==> config.mk <==
export PLATFORM = sky130hd
export DESIGN_NAME = nor_cmd_seq
export DESIGN_NICKNAME = d
export VERILOG_FILES = /design/src/rtl/nor_seq_pkg.sv /design/src/rtl/nor_seq_dp.sv /design/src/rtl/nor_seq_ctrl.sv /design/src/rtl/nor_cmd_seq.sv
export SDC_FILE = /design/constraint.sdc
export NUM_CORES = 1
export LEC_CHECK = 0
export BUFFER_PORTS_ARGS = -buffer_cell sky130_fd_sc_hd__buf_2
export CORE_ASPECT_RATIO = 0.8
export CORE_UTILIZATION = 48
export DETAILED_ROUTE_END_ITERATION = 16
export PLACE_DENSITY = 0.76
export REMOVE_ABC_BUFFERS = 1
export SKIP_LAST_GASP = 1
export SYNTH_ARGS = -nofsm -noshare
export SYNTH_HDL_FRONTEND = slang
export SYNTH_SLANG_ARGS = --single-unit
==> constraint.sdc <==
create_clock -name clk -period 1.9 [get_ports clk]
set_input_delay 0.38 -clock clk [delete_from_list [all_inputs] [get_ports clk]]
set_output_delay 0.38 -clock clk [all_outputs]
set_load 0.01 [all_outputs]
==> src/rtl/nor_seq_pkg.sv <==
package nor_seq_pkg;

  typedef enum logic [2:0] {
    ST_IDLE, ST_SETUP, ST_PULSE, ST_HOLD, ST_RDLO, ST_RDGAP
  } seqState_t;

  typedef enum logic [1:0] {SEL_555, SEL_2AA, SEL_TGT} addrSel_t;

  typedef struct packed {
    addrSel_t   aSel;
    logic       useUser;
    logic [7:0] code;
  } cmdStep_t;

  // strobes from control to datapath
  typedef struct packed {
    logic load;
    logic stepInc;
    logic cntClr;
    logic pollSample;
    logic pollInc;
    logic rdSel;
  } ctlStb_t;

  localparam int ERASE_STEPS = 6;
  localparam int PROG_STEPS  = 4;
  localparam int TOGGLE_BIT  = 6;

  function automatic cmdStep_t stepInfo(input logic isErase, input logic [2:0] step);
    cmdStep_t s;
    case (step)
      3'd0:    s = '{SEL_555, 1'b0, 8'hAA};
      3'd1:    s = '{SEL_2AA, 1'b0, 8'h55};
      3'd2:    s = '{SEL_555, 1'b0, (isErase ? 8'h80 : 8'hA0)};
      3'd3:    s = isErase ? '{SEL_555, 1'b0, 8'hAA} : '{SEL_TGT, 1'b1, 8'h00};
      3'd4:    s = '{SEL_2AA, 1'b0, 8'h55};
      default: s = '{SEL_TGT, 1'b0, 8'h30};
    endcase
    return s;
  endfunction

endpackage

==> src/rtl/nor_seq_dp.sv <==
module nor_seq_dp
  import nor_seq_pkg::*;
#(
  parameter int ADDR_W    = 18,
  parameter int DATA_W    = 16,
  parameter int CNT_W     = 4,
  parameter int PROG_TMO  = 25000,
  parameter int ERASE_TMO = 750000000
) (
  input  logic              clk,
  input  logic              rst,
  input  ctlStb_t           stb,
  input  logic              reqOp,
  input  logic [ADDR_W-1:0] reqAddr,
  input  logic [DATA_W-1:0] reqData,
  input  logic [DATA_W-1:0] fDataIn,
  output logic [CNT_W-1:0]  phaseCnt,
  output logic              lastStep,
  output logic              pollMatch,
  output logic              tmoHit,
  output logic [ADDR_W-1:0] fAddr,
  output logic [DATA_W-1:0] fDataOut
);
  localparam int TMO_MAX = (ERASE_TMO > PROG_TMO) ? ERASE_TMO : PROG_TMO;
  localparam int TMO_W   = $clog2(TMO_MAX + 1);

  logic              opErase;
  logic [ADDR_W-1:0] tgtAddr;
  logic [DATA_W-1:0] tgtData;
  logic [2:0]        step;
  logic              lastBit, prevBit;
  logic [1:0]        sampCnt;
  logic [TMO_W-1:0]  tmoCnt;
  logic [TMO_W-1:0]  tmoLast;
  cmdStep_t          cur;

  always_ff @(posedge clk) begin
    if (rst) begin
      opErase  <= 1'b0;
      tgtAddr  <= '0;
      tgtData  <= '0;
      step     <= '0;
      phaseCnt <= '0;
      lastBit  <= 1'b0;
      prevBit  <= 1'b0;
      sampCnt  <= '0;
      tmoCnt   <= '0;
    end else begin
      if (stb.load) begin
        opErase <= reqOp;
        tgtAddr <= reqAddr;
        tgtData <= reqData;
        step    <= '0;
        sampCnt <= '0;
        tmoCnt  <= '0;
      end else begin
        if (stb.stepInc) step <= step + 3'd1;
        if (stb.pollInc) tmoCnt <= tmoCnt + 1'b1;
        if (stb.pollSample) begin
          prevBit <= lastBit;
          lastBit <= fDataIn[TOGGLE_BIT];
          if (sampCnt != 2'd2) sampCnt <= sampCnt + 2'd1;
        end
      end
      phaseCnt <= stb.cntClr ? '0 : phaseCnt + 1'b1;
    end
  end

  assign tmoLast   = opErase ? TMO_W'(ERASE_TMO - 1) : TMO_W'(PROG_TMO - 1);
  assign tmoHit    = (tmoCnt == tmoLast);
  assign pollMatch = (sampCnt == 2'd2) && (lastBit == prevBit);
  assign lastStep  = (step == (opErase ? 3'(ERASE_STEPS - 1) : 3'(PROG_STEPS - 1)));

  always_comb begin
    cur = stepInfo(opErase, step);
    if (stb.rdSel || cur.aSel == SEL_TGT) fAddr = tgtAddr;
    else if (cur.aSel == SEL_555)          fAddr = ADDR_W'(11'h555);
    else                                   fAddr = ADDR_W'(11'h2AA);
    fDataOut = cur.useUser ? tgtData : DATA_W'(cur.code);
  end

endmodule

==> src/rtl/nor_seq_ctrl.sv <==
module nor_seq_ctrl
  import nor_seq_pkg::*;
#(
  parameter int CNT_W  = 4,
  parameter int WE_LOW = 5,
  parameter int RD_CYC = 10
) (
  input  logic             clk,
  input  logic             rst,
  input  logic             reqStart,
  input  logic [CNT_W-1:0] phaseCnt,
  input  logic             lastStep,
  input  logic             pollMatch,
  input  logic             tmoHit,
  output ctlStb_t          stb,
  output logic             ready,
  output logic             doneStb,
  output logic             errStb,
  output logic             fCeN,
  output logic             fWeN,
  output logic             fOeN,
  output logic             fDrive
);
  seqState_t state, nxt;
  logic      pulseEnd, readEnd;

  assign pulseEnd = (phaseCnt == CNT_W'(WE_LOW - 1));
  assign readEnd  = (phaseCnt == CNT_W'(RD_CYC - 1));

  always_comb begin
    nxt = state;
    stb = '0;
    case (state)
      ST_IDLE:  if (reqStart) begin nxt = ST_SETUP; stb.load = 1'b1; end
      ST_SETUP: begin nxt = ST_PULSE; stb.cntClr = 1'b1; end
      ST_PULSE: if (pulseEnd) nxt = ST_HOLD;
      ST_HOLD: begin
        if (lastStep) begin nxt = ST_RDLO; stb.cntClr = 1'b1; end
        else begin nxt = ST_SETUP; stb.stepInc = 1'b1; end
      end
      ST_RDLO: begin
        stb.rdSel   = 1'b1;
        stb.pollInc = 1'b1;
        if (tmoHit) nxt = ST_IDLE;
        else if (readEnd) begin nxt = ST_RDGAP; stb.pollSample = 1'b1; end
      end
      ST_RDGAP: begin
        stb.rdSel   = 1'b1;
        stb.pollInc = 1'b1;
        if (pollMatch || tmoHit) nxt = ST_IDLE;
        else begin nxt = ST_RDLO; stb.cntClr = 1'b1; end
      end
      default: nxt = ST_IDLE;
    endcase
  end

  always_ff @(posedge clk) begin
    if (rst) begin
      state   <= ST_IDLE;
      doneStb <= 1'b0;
      errStb  <= 1'b0;
    end else begin
      state   <= nxt;
      doneStb <= (state == ST_RDGAP) && pollMatch;
      errStb  <= ((state == ST_RDLO) && tmoHit) ||
                 ((state == ST_RDGAP) && !pollMatch && tmoHit);
    end
  end

  assign ready  = (state == ST_IDLE);
  assign fCeN   = (state == ST_IDLE);
  assign fWeN   = (state != ST_PULSE);
  assign fOeN   = (state != ST_RDLO);
  assign fDrive = (state == ST_SETUP) || (state == ST_PULSE) || (state == ST_HOLD);

endmodule

==> src/rtl/nor_cmd_seq.sv <==
module nor_cmd_seq
  import nor_seq_pkg::*;
#(
  parameter int ADDR_W    = 18,
  parameter int DATA_W    = 16,
  parameter int WE_LOW    = 5,
  parameter int RD_CYC    = 10,
  parameter int PROG_TMO  = 25000,
  parameter int ERASE_TMO = 750000000
) (
  input  logic              clk,
  input  logic              rst,
  input  logic              reqStart,
  input  logic              reqOp,
  input  logic [ADDR_W-1:0] reqAddr,
  input  logic [DATA_W-1:0] reqData,
  output logic              ready,
  output logic              doneStb,
  output logic              errStb,
  output logic [ADDR_W-1:0] fAddr,
  output logic [DATA_W-1:0] fDataOut,
  output logic              fDrive,
  input  logic [DATA_W-1:0] fDataIn,
  output logic              fCeN,
  output logic              fWeN,
  output logic              fOeN
);
  localparam int CNT_MAX = (WE_LOW > RD_CYC) ? WE_LOW : RD_CYC;
  localparam int CNT_W   = ($clog2(CNT_MAX) < 1) ? 1 : $clog2(CNT_MAX);

  ctlStb_t          stb;
  logic [CNT_W-1:0] phaseCnt;
  logic             lastStep, pollMatch, tmoHit;

  nor_seq_ctrl #(.CNT_W(CNT_W), .WE_LOW(WE_LOW), .RD_CYC(RD_CYC)) u_ctrl (
    .clk(clk), .rst(rst), .reqStart(reqStart), .phaseCnt(phaseCnt),
    .lastStep(lastStep), .pollMatch(pollMatch), .tmoHit(tmoHit), .stb(stb),
    .ready(ready), .doneStb(doneStb), .errStb(errStb),
    .fCeN(fCeN), .fWeN(fWeN), .fOeN(fOeN), .fDrive(fDrive)
  );

  nor_seq_dp #(.ADDR_W(ADDR_W), .DATA_W(DATA_W), .CNT_W(CNT_W),
               .PROG_TMO(PROG_TMO), .ERASE_TMO(ERASE_TMO)) u_dp (
    .clk(clk), .rst(rst), .stb(stb), .reqOp(reqOp), .reqAddr(reqAddr),
    .reqData(reqData), .fDataIn(fDataIn), .phaseCnt(phaseCnt),
    .lastStep(lastStep), .pollMatch(pollMatch), .tmoHit(tmoHit),
    .fAddr(fAddr), .fDataOut(fDataOut)
  );

endmodule

==> results_dict.tcl, run 1 <==
set metrics [dict create \
    fmax_ghz 0.4381 \
    p_leak_nw 2.208 \
    final-setup-viol-count 34 \
    post-place-ws_ns -0.09670 \
    hp-class "primary input to flop" \
    startpoint_type "flop" \
    fp.coreArea_mm2 0.007983 \
    hpwl_um 7068 \
    numCtsBuffers 9 \
    reg2reg_from "u_dp.tmoCnt[4]" \
    viasPerCell 5.566 \
    place_congestion 0.8118 \
    yosysSeqAreaShare_pct 40.73 \
    ys_seq_elements 81 \
    dieWidth_um 103.8 \
    worstHoldPathCells 3 \
    grt_antenna_before_repair 0 \
    synth_area_mm2 0.003981 \
    grt_usage_pct 25.21 \
    cts_max_level 3 \
    n_antenna_cell 0 \
    vdd_ir_drop_max_uv 475.2 \
    worstRegToRegCells 6 \
    cp_max_fo 6 \
    synthTopCellsByArea "dfxtp_1, nand2_1, a21oi_1" \
    synth_top_area_share_pct 40.73 \
    fin_skew_ns 0.01345 \
    maxCapViolCount 0 \
    fin_hold_ws_ns 0.2440 \
    hold_viol 0 \
    synth_top_area_cell "dfxtp_1" \
    relSlewSlack_pct 66.33 \
    grt_max_degree 37 \
    cts_hold_buffers 0 \
    dr.pass1.iters 7 \
    row_count 29 \
    die_h_um 83.46 \
    grt_overflow 0 \
    netlist_instances 510 \
    critPathKind "flop to primary output" \
    clock-sinks 81 \
    initial_core_util_pct 49.87 \
    drtIter0Drc 331 \
    area_delta_synth_final_pct 37.90 \
    final.min_clock_period_ns 2.282 \
    cp_data_required_time_ns 1.52 \
    worst_slack_ns -0.3824 \
    clk_latency_ns 0.36 \
    worstMarginPinSlew_ns 0.5012 \
    fillers 608 \
    crit_arrival_ns 1.90 \
    power_density_mw_per_mm2 829.7 \
    fin_util_pct 68.78 \
    yosys_warnings 0 \
    cts_buffer_depth 2 \
    path_clk_slew_ns 0.08 \
    wl_per_cell_um 15.12 \
    drt-total-wl_um 11250 \
    rsz0062_at_grt "yes" \
    num_vias 4141 \
    synth_edf_count 0 \
    design_power_total_mw 4.555 \
    io_buffer_count 79 \
    die_area_mm2 0.008665 \
    antenna_left 0 \
    yosysUniqueCellTypes 43 \
    fin_crit_sh_pct 120.1 \
    failed_checks "setup timing" \
    syn_area_per_cell_um2 7.807 \
    ff2ff_setup_slack_ns 0.01 \
    hold_end "u_dp.tgtData[14]" \
    grt_pass1_vias 3918 \
    layout.nets 695 \
    synthFlopType "dfxtp_1" \
    root_buffer "clkbuf_8" \
    drive_gt1_share_pct 32.86 \
    worstReg2RegEnd "u_dp.tmoCnt[29]" \
    outcome "complete, but fails checks" \
    synthArstFlopShare_pct 0 \
    cts_tree "yes" \
    drc 0 \
    min_from "reqData[14]" \
    finalMaxSlewViolations 0 \
    num_io_pins 95 \
    grt_pass1_wl_um 17930 \
    end_kind "primary output" \
]
-- layer usage --
layer  GRT usage (%)  part of all wire [%]  wire length [µm]  up-vias
li1                -                     -                 -     1995
met5               0                     0                 0        -
met4           8.052                   2.3               264        0
met3           6.714                   5.0               563       35
met2           42.12                    48              5449      154
met1           31.70                    44              4972     1957
-- flip-flops by register name, indices dropped and copies added, names as in the netlist --
register	cells
u_dp.tmoCnt	30
u_dp.step	3
u_dp.phaseCnt	4
u_ctrl.doneStb	1
u_dp.lastBit	1
u_dp.prevBit	1
u_dp.tgtData	16
u_dp.tgtAddr	18
u_ctrl.errStb	1
u_dp.opErase	1
u_ctrl.state	3
u_dp.sampCnt	2
-- worst max-delay path by stage --
| stage | start | endpoint | slack [ns] | cells after the start |
|---|---|---|---|---|
| 2_1_floorplan | u_ctrl.state[0] | u_dp.sampCnt[0] | -0.82 | 5 |
| 3_3_place_gp | u_dp.tmoCnt[3] | u_ctrl.state[0] | -0.07 | 5 |
| 3_5_place_dp | u_dp.step[0] | fAddr[14] | -0.1 | 9 |
| 4_1_cts | u_dp.step[0] | fAddr[14] | -0.41 | 10 |
| 5_1_grt | u_dp.step[1] | fAddr[15] | -0.43 | 9 |
| 6_report | u_dp.step[1] | fAddr[15] | -0.38 | 9 |
-- metrics by stage --
step	TNS (ns)	cells	instance area, µm²
2_1_floorplan	-27.55	479	3839
3_3_place_gp	-0.7176	718	4793
3_5_place_dp	-1.707	718	4793
4_1_cts	-9.659	741	5300
5_1_grt	-12.58	744	5490
6_report	-9.848	744	5490
-- Yosys cell counts, types with 2 or more instances --
master and number:
dfxtp_1 81, mux2i_1 4, a32oi_1 2, nor4_1 13, and3_1 14, and4_1 6
buf_6 2, or4b_2 2, a211oi_1 2, xnor2_1 21, nand4_1 8, o22ai_1 4
o21a_1 10, inv_1 16, nand2_1 106, nor2b_1 3, o311ai_0 3, nor2_1 46
buf_2 6, or3_1 8, nand3_1 19, nand4b_1 3, o31ai_1 3, clkbuf_1 22
nand2b_1 2, a21oi_1 46, a311oi_1 2, xor2_1 9, nor3_1 10, and2_1 9
ha_1 10, o21ai_0 7
-- report_power, final --
part,switching [mW],internal (mW),leakage (nW)
combinational,0.591,0.436,1.42
clock,0.632,1.00,0.130
sequential,0.0756,1.82,0.662
total,1.30,3.26,2.21
-- area by class of cell --
type	instances	area [µm²]	area share (%)
Clock buffer	10	127.6	2.325
Clock inverter	6	130.1	2.370
Inverter	16	67.56	1.231
Multi-Input combinational cell	382	2429	44.23
Sequential cell	81	1630	29.69
Tap cell	108	135.1	2.461
Timing Repair Buffer	141	970.9	17.68
-- logic make-up after synthesis --
family / Yosys count / share of synthesized area (%)
flip-flops: 81 / 40.73
AO/OA/AOI/OAI: 83 / 12.57
AND/OR/NAND/NOR: 254 / 30.58
XOR/XNOR: 30 / 6.600
multiplexers: 5 / 1.289
buffers and inverters: 47 / 5.091
adder cells (fa/ha/maj): 10 / 3.143
-- cells in the final DEF (no fill, tap or decap), types with 8 or more instances in the layout --
cell	n
nand2_2	8
xor2_1	9
nand4_1	8
nor3_1	10
a21oi_1	42
nor4_1	11
buf_2	72
and2_1	8
o21a_1	10
clkbuf_8	9
inv_1	14
nor2_1	45
xnor2_1	21
dfxtp_1	74
buf_4	49
nand2_1	97
and3_4	8
buf_6	18
nand3_1	18
-- what timing repair did --
item                       CTS  global route
cloned                       2             1
setup endpoints to repair   42            52
buffers inserted             6             5
gates resized for setup     39            51
pin swaps                    3            28
-- critical path: stages, from the launching register on --
cell and delay, ns:
dfxtp_2 0.35, buf_6 0.11, buf_6 0.10, ha_4 0.14, nor2_4 0.04, o31ai_4 0.24
nand2_2 0.12, buf_6 0.16, and3_4 0.17, buf_6 0.11
No activity file was read; power rests on OpenSTA's default activity.
==> run 2: changes to the inputs <==
GPL_TIMING_DRIVEN = 0   (was not set)
==> run 2 against run 1 <==
  * The flow still finishes with violations (setup timing)
  * First-iteration DRC count is 14% lower
  * Clock-buffer cell count is 2 higher
  * Critical path type unchanged
  * Clock power is 11% lower
  * Global-route usage is 0.58 points lower
==> results_dict.tcl, run 2 (synthesized netlist as in run 1, its figures left out) <==
set metrics [dict create \
    outcome "complete, but fails checks" \
    failed_checks "setup timing" \
    die_h_um 83.46 \
    end_kind "primary output" \
    layout_commonest_cell "nand2_1" \
    area_delta_synth_final_pct 34.48 \
    fmax_ghz 0.4384 \
    crit_arrival_ns 1.90 \
    hp-class "primary input to flop" \
    vdd_ir_drop_max_uv 423.2 \
    cp_data_required_time_ns 1.52 \
    finalMaxSlewViolations 0 \
    worstHoldPathCells 3 \
    grt_usage_pct 24.63 \
    critPathKind "flop to primary output" \
    largestRegisters "u_dp.tmoCnt x30, u_dp.tgtAddr x18, u_dp.tgtData x16" \
    dp_cells 668 \
    ff2ff_setup_slack_ns -0.01 \
    cts_tree "yes" \
    wl_per_cell_um 16.32 \
    worstRegToRegCells 5 \
    design_power_total_mw 4.407 \
    n_antenna_cell 0 \
    post-place-ws_ns -1.227 \
    fin_skew_ns 0.007485 \
    hold_viol 0 \
    fp.coreArea_mm2 0.007983 \
    drc 0 \
    final.min_clock_period_ns 2.281 \
    drt-total-wl_um 11720 \
    fillers 594 \
    fin_crit_sh_pct 120.0 \
    grt_overflow 0 \
    num_vias 4093 \
    drtIter0Drc 286 \
    worst_slack_ns -0.3808 \
    cp_max_fo 6 \
    dieWidth_um 103.8 \
    grt_max_degree 44 \
    grt_antenna_before_repair 0 \
    most-common-layout-cells "nand2_1, buf_2, dfxtp_1" \
    dr.pass1.iters 5 \
    num_io_pins 95 \
    regMostFlops "u_dp.tmoCnt" \
    die_area_mm2 0.008665 \
    grt_pass1_wl_um 17460 \
    hold_end "u_dp.tgtAddr[9]" \
    clk_latency_ns 0.36 \
    worstReg2RegEnd "u_dp.tmoCnt[29]" \
    clock-sinks 81 \
    instances_no_fill 718 \
    rsz0062_at_grt "yes" \
    path_clk_slew_ns 0.09 \
    p_leak_nw 2.063 \
    io_buffer_count 79 \
    grt_pass1_vias 3720 \
    worstMarginPinSlew_ns 0.5253 \
    cts_buffer_depth 2 \
    min_from "reqAddr[9]" \
    root_buffer "clkbuf_8" \
    antenna_left 0 \
    power_density_mw_per_mm2 823.1 \
    layout.nets 669 \
    maxCapViolCount 0 \
    relSlewSlack_pct 64.71 \
    initial_core_util_pct 49.87 \
    fin_setup_tns_ns -9.461 \
    startpoint_type "flop" \
    row_count 29 \
    numCtsBuffers 9 \
    reg2reg_from "u_dp.tmoCnt[2]" \
    hpwl_um 6390 \
    viasPerCell 5.701 \
    drive_gt1_share_pct 33.61 \
    largest_register_ffs 30 \
    final-setup-viol-count 35 \
    cts_max_level 3 \
    place_congestion 0.8085 \
]
run 2: cell types whose count changed in the layout (fill, tap and decap cells not counted), moves of 3 or more:
| cell | delta |
|---|---|
| and2_1 | -4 |
| and2_4 | +5 |
| and3_1 | +3 |
| and3_4 | -3 |
| buf_4 | -24 |
| buf_6 | -7 |
| dfxtp_1 | -9 |
| dfxtp_2 | +3 |
| dfxtp_4 | +6 |
| nand2_2 | -3 |
| nor4_2 | +3 |
run 2: critical path, cell delays in order, from the launching register on:
cell	delay, ns
dfxtp_4	0.39
ha_4	0.17
ha_4	0.18
nand2_1	0.15
o31ai_4	0.12
and2_4	0.20
o21a_1	0.18
buf_2	0.13
run 2: repair_timing:
item	in CTS	in global routing
endpoints found under the setup margin	112	75
cloned	3	1
pin swaps	27	18
setup buffers	20	12
hold buffers	0	0
resized for setup	71	48
run 2: worst max path at each step:
stage	from	end	slack, ns
finish	u_dp.step[1]	fAddr[10]	-0.38
floorplan	u_ctrl.state[0]	u_dp.sampCnt[0]	-0.82
CTS	u_dp.step[1]	fAddr[8]	-0.32
detailed placement	u_ctrl.state[2]	u_dp.sampCnt[0]	-1.23
global placement	u_ctrl.state[0]	u_dp.sampCnt[0]	-1.74
global route	u_dp.step[1]	fAddr[12]	-0.41
run 2: area by class of cell:
| type | instances | area, µm² | area share (%) |
|---|---|---|---|
| clock buffers | 12 | 155.1 | 2.898 |
| clock inverters | 4 | 75.07 | 1.402 |
| inverters | 16 | 65.06 | 1.215 |
| multi-input cells | 385 | 2535 | 47.35 |
| flip-flops and latches | 81 | 1657 | 30.94 |
| well taps | 108 | 135.1 | 2.524 |
| repair buffers | 112 | 732.0 | 13.67 |
run 2: where the power goes:
group	total, mW	leakage (nW)	internal (mW)	switching, mW
clock	1.45	0.109	0.812	0.640
sequential	1.93	0.668	1.82	0.114
combinational	1.02	1.29	0.429	0.592
total	4.41	2.06	3.06	1.35
run 2: per-stage QoR:
stage / hold WS (ns) / area (µm²) / util, %
after floorplan: 0.4257 / 3839 / -
after global placement: 0.4381 / 4369 / 54.73
after detailed placement: 0.4421 / 4400 / 55.13
after CTS: 0.2407 / 5112 / 64.04
after global routing: 0.2551 / 5354 / 67.07
final: 0.2472 / 5354 / 67.07
run 2: per-layer routing:
| layer | global-route usage [%] | part of all wire (%) | vias up |
|---|---|---|---|
| met5 | 0 | 0 | - |
| li1 | - | - | 1948 |
| met1 | 31.55 | 43 | 1933 |
| met4 | 8.052 | 2.9 | 0 |
| met2 | 40.97 | 48 | 172 |
| met3 | 5.777 | 6.0 | 40 |
